## config.mk

```make
export PLATFORM = sky130hd
export DESIGN_NAME = silence_detect_top
export DESIGN_NICKNAME = d
export VERILOG_FILES = /design/src/rtl/silence_pkg.sv /design/src/rtl/silence_chan_fsm.sv /design/src/rtl/silence_flag_map.sv /design/src/rtl/silence_detect_top.sv
export SDC_FILE = /design/constraint.sdc
export NUM_CORES = 1
export LEC_CHECK = 0
export BUFFER_PORTS_ARGS = -buffer_cell sky130_fd_sc_hd__buf_2
export CAP_MARGIN = 20
export CORE_UTILIZATION = 45
export DETAILED_ROUTE_END_ITERATION = 10
export PLACE_DENSITY = 0.75
export RECOVER_POWER = 25
export SLEW_MARGIN = 20
export SYNTH_ARGS = -nofsm -noshare
export SYNTH_HDL_FRONTEND = slang
export SYNTH_SLANG_ARGS = --single-unit
```

## constraint.sdc

```tcl
create_clock -name clk -period 2.7 [get_ports clk]
set_input_delay 0.54 -clock clk [delete_from_list [all_inputs] [get_ports clk]]
set_output_delay 0.54 -clock clk [all_outputs]
set_load 0.01 [all_outputs]
```

## src/rtl/silence_pkg.sv

```systemverilog
package silence_pkg;

    typedef enum logic [1:0] {
        ST_ACTIVE   = 2'd0,
        ST_COUNTING = 2'd1,
        ST_SILENT   = 2'd2
    } chan_state_t;

    localparam int unsigned NUM_CH = 2;
    localparam int unsigned CH_L   = 0;
    localparam int unsigned CH_R   = 1;

endpackage

```

## src/rtl/silence_chan_fsm.sv

```systemverilog
module silence_chan_fsm
    import silence_pkg::*;
#(
    parameter int unsigned SAMPLE_W = 24,
    parameter int unsigned RUN_LEN  = 1024
) (
    input  logic                clk,
    input  logic                rst,
    input  logic                smp_valid,
    input  logic [SAMPLE_W-1:0] smp,
    output logic                silent
);
    localparam int unsigned CNT_W = $clog2(RUN_LEN + 1);
    localparam logic [CNT_W-1:0] LAST_SHORT = CNT_W'(RUN_LEN - 1);
    localparam logic [CNT_W-1:0] ONE        = CNT_W'(1);

    chan_state_t      st_q, st_d;
    logic [CNT_W-1:0] cnt_q, cnt_d;
    logic             is_zero;

    assign is_zero = (smp == '0);

    // State register
    always_ff @(posedge clk) begin
        if (rst) begin
            st_q  <= ST_ACTIVE;
            cnt_q <= '0;
        end else begin
            st_q  <= st_d;
            cnt_q <= cnt_d;
        end
    end

    // Next state and run count
    always_comb begin
        st_d  = st_q;
        cnt_d = cnt_q;
        if (smp_valid) begin
            if (!is_zero) begin
                st_d  = ST_ACTIVE;
                cnt_d = '0;
            end else begin
                unique case (st_q)
                    ST_ACTIVE: begin
                        st_d  = ST_COUNTING;
                        cnt_d = ONE;
                    end
                    ST_COUNTING: begin
                        cnt_d = cnt_q + ONE;
                        if (cnt_q == LAST_SHORT) begin
                            st_d = ST_SILENT;
                        end
                    end
                    ST_SILENT: begin
                        cnt_d = cnt_q;
                    end
                    default: begin
                        st_d  = ST_ACTIVE;
                        cnt_d = '0;
                    end
                endcase
            end
        end
    end

    // Outputs
    always_comb begin
        silent = (st_q == ST_SILENT);
    end

endmodule

```

## src/rtl/silence_flag_map.sv

```systemverilog
module silence_flag_map (
    input  logic sil_l,
    input  logic sil_r,
    input  logic flag_mode,
    input  logic flag_inv,
    output logic flag_l,
    output logic flag_r
);
    logic raw_l, raw_r;

    always_comb begin
        unique case (flag_mode)
            1'b0: begin
                raw_l = sil_l;
                raw_r = sil_r;
            end
            1'b1: begin
                raw_l = sil_l & sil_r;
                raw_r = sil_l & sil_r;
            end
            default: begin
                raw_l = 1'b0;
                raw_r = 1'b0;
            end
        endcase
        flag_l = raw_l ^ flag_inv;
        flag_r = raw_r ^ flag_inv;
    end

endmodule

```

## src/rtl/silence_detect_top.sv

```systemverilog
module silence_detect_top
    import silence_pkg::*;
#(
    parameter int unsigned SAMPLE_W = 24,
    parameter int unsigned RUN_LEN  = 1024
) (
    input  logic                clk,
    input  logic                rst,
    input  logic                smp_valid,
    input  logic [SAMPLE_W-1:0] smp_left,
    input  logic [SAMPLE_W-1:0] smp_right,
    input  logic                flag_mode,
    input  logic                flag_inv,
    output logic                flag_l,
    output logic                flag_r
);
    logic [SAMPLE_W-1:0] ch_smp [NUM_CH];
    logic [NUM_CH-1:0]   chan_silent;

    assign ch_smp[CH_L] = smp_left;
    assign ch_smp[CH_R] = smp_right;

    for (genvar c = 0; c < NUM_CH; c++) begin : g_chan
        silence_chan_fsm #(
            .SAMPLE_W (SAMPLE_W),
            .RUN_LEN  (RUN_LEN)
        ) chan_i (
            .clk       (clk),
            .rst       (rst),
            .smp_valid (smp_valid),
            .smp       (ch_smp[c]),
            .silent    (chan_silent[c])
        );
    end

    silence_flag_map map_i (
        .sil_l     (chan_silent[CH_L]),
        .sil_r     (chan_silent[CH_R]),
        .flag_mode (flag_mode),
        .flag_inv  (flag_inv),
        .flag_l    (flag_l),
        .flag_r    (flag_r)
    );

endmodule

```

==> results.yml <==
status:
  status: "finished clean"
floorplanning:
  chipHeight_um: 58.3
  fp.dieW_um: 58.3
  rows: 20
  ios: 55
  fp.coreArea_mm2: 0.00303
  dieArea_mm2: 0.00339
  start_util_pct: 47.0
power:
  p_leak_nw: 0.596
  pwr-share-comb_pct: 10.2
  power_density_mw_per_mm2: 365
  intPower_mw: 0.501
  p_sw_mw: 0.145
  switching_share_pct: 22.5
  pwr-share-seq_pct: 59.4
  p_clk_share_pct: 30.4
  ir_worst_vdd_v: 0.000266
clocking:
  postCtsResizedCells: 0
  postCtsSetupBuffers: 0
  clk_latency_ps: 320
  cts_buffers: 3
  htreeDepth: 1
  clk_path_buf_depth: 2
  clock-sinks: 26
  clk_pin_slew_ps: 140
  cts_tree: "built"
  cts_root_buf: "clkbuf_4"
  cts_hold_buf: 0
min_path:
  worst_hold_path_type: "in2reg"
logic_synthesis:
  synth_fp_nets: 234
  ys_warn_count: 0
  syn-cell-area_mm2: 0.00142
  synth-seq-cells: 26
  ys_types: 33
  synth_largest_area_cell: "dfxtp_1"
  synth_cells: 179
  synth_top_area_share_pct: 36.6
  synth.yosys.seq_area_share_pct: 36.6
  avgSynthCellArea_um2: 7.95
  synth_area_leaders: "dfxtp_1 37%, a21oi_1 6.7%, nor4_1 5.3%"
grt:
  grt_pass1_wl_um: 5530
  antenna_found_initial: 0
  grt_pass1_vias: 1422
  track_usage_pct: 20.5
  gr-total-overflow: 0
  grt_max_degree: 20
worst_setup_path:
  required_ps: 2160
  worstSetupPathType: "reg2out"
  cp-start-kind: "flip-flop"
  cp.arrival_ps: 1370
  cp-end-kind: "output pin"
  path_max_fanout: 5
finish:
  drive_above_1_share_pct: 27.4
  n_antenna_cell: 0
  nNetsFinal: 290
  areaGrowthSynthToFinish_pct: 24.4
detailed_routing:
  drt-total-wl_um: 3130
  viasPerCell: 5.37
  dr.pass1.iters: 4
  vias: 1493
  ant_nets: 0
  drtIter0Drc: 65
  avgRoutedWirePerCell_um: 11.3
  drc_errors: 0
place:
  dp_hpwl_um: 2550
  io_buffer_count: 54
  gp_congestion: 0.792
sta:
  fin_crit_sh_pct: 70.6
  finalClockSkew_ps: 2.61
  fmax_ghz: 0.524
  worstMarginPinSlew_ps: 433
  post-route-min-period_ps: 1910
  setup_viol: 0
  rsz0062_at_grt: "no"
  relSlewSlack_pct: 71.1
  hold_viol_final: 0
  final_max_slew_viol_count: 0
  holdWs_ps: 470
  fin_setup_tns_ps: 0
job:
  max_cap_viol_count: 0
## layer usage
metal | global-route usage [%] | vias up | share of wire (%)
li1 | - | 779 | -
met1 | 24.7 | 672 | 47
met2 | 37.3 | 40 | 48
met3 | 4.69 | 2 | 4.3
met4 | 4.08 | 0 | 0.64
met5 | 0 | - | 0
## path summary, 6_finish.rpt
| kind | slack [ps] | to | cells after the start | from |
|---|---|---|---|---|
| max reg2reg | 890 | g_chan[1].chan_i.cnt_q[9] | 6 | g_chan[1].chan_i.st_q[0] |
| min reg2reg | 500 | g_chan[1].chan_i.cnt_q[9] | 2 | g_chan[1].chan_i.cnt_q[9] |
| max | 790 | flag_l | 5 | g_chan[1].chan_i.st_q[0] |
| min | 470 | g_chan[0].chan_i.st_q[0] | 2 | rst |
## placed cells by master (no fill, tap or decap), types with 3 or more instances in the layout
master	instances
dfxtp_1	26
buf_2	54
nand3_1	7
a21oi_1	19
nand4_1	5
o21ai_0	9
o31ai_1	9
nor2_1	17
or4_1	6
nand2b_1	4
nor4_1	12
nand2_1	18
inv_1	6
or3_1	7
clkbuf_4	3
xor2_1	7
## flip-flops by register name, summed over array words and instances, names as in the netlist
signal,count
g_chan.chan_i.cnt_q,22
g_chan.chan_i.st_q,4
## cells in the mapped netlist
| library cell | count |
|---|---|
| clkbuf_1 | 2 |
| inv_1 | 6 |
| buf_2 | 2 |
| o21ai_1 | 1 |
| o311ai_0 | 1 |
| or4b_2 | 1 |
| o211ai_1 | 2 |
| o41ai_1 | 1 |
| nor2_1 | 17 |
| o31ai_1 | 9 |
| nand3_1 | 7 |
| dfxtp_1 | 26 |
| o21ai_2 | 1 |
| mux2i_1 | 2 |
| a21oi_1 | 19 |
| nand3b_1 | 2 |
| or3_1 | 7 |
| a21oi_2 | 1 |
| o21ai_0 | 9 |
| xnor2_1 | 2 |
| nor3_1 | 1 |
| a32oi_1 | 1 |
| nand4_1 | 5 |
| ha_1 | 2 |
| nor4_1 | 12 |
| nand2b_1 | 4 |
| buf_6 | 1 |
| a211o_1 | 2 |
| nor4_2 | 1 |
| xor2_1 | 7 |
| nand2_1 | 18 |
| and4b_1 | 1 |
| or4_1 | 6 |
## cells by family after synthesis
kind of cell,after synthesis,synth area share [%]
AND/OR/NAND/NOR,82,30.8
AO/OA/AOI/OAI,47,20.3
flip-flops,26,36.6
buffers and inverters,11,3.60
XOR/XNOR,9,5.54
multiplexers,2,1.41
adder cells (fa/ha/maj),2,1.76
## area by class of cell
cell class	instances	area, µm²
well taps	44	55.1
clock buffers	4	36.3
multi-input cells	142	852
fillers	283	1260
inverters	6	22.5
repair buffers	56	285
flip-flops and latches	26	520
## power by group through the flow
stage	logic, mW	clock network (mW)	registers, mW
2_1_floorplan	0.0217	0	0.392
6_report	0.0659	0.197	0.384
5_1_grt	0.0730	0.219	0.384
4_1_cts	0.0661	0.205	0.384
3_3_place_gp	0.0653	0	0.392
3_5_place_dp	0.0661	0	0.392
## through the flow
step / instances / total power [mW] / util, % / setup WS [ps] / area [µm²]
2_1_floorplan: 179 / 0.414 / - / 894 / 1420
3_3_place_gp: 274 / 0.457 / 57.3 / 663 / 1740
3_5_place_dp: 274 / 0.458 / 57.3 / 614 / 1740
4_1_cts: 278 / 0.655 / 58.5 / 778 / 1770
5_1_grt: 278 / 0.676 / 58.5 / 661 / 1770
6_report: 278 / 0.646 / 58.5 / 793 / 1770
## critical path, cell delays in order, from the launching register on
cell,delay [ps]
dfxtp_1,380
inv_1,120
nand2_1,80
a21oi_1,180
xor2_1,160
buf_2,140
Note: power is estimated with default switching activity, not from simulation.
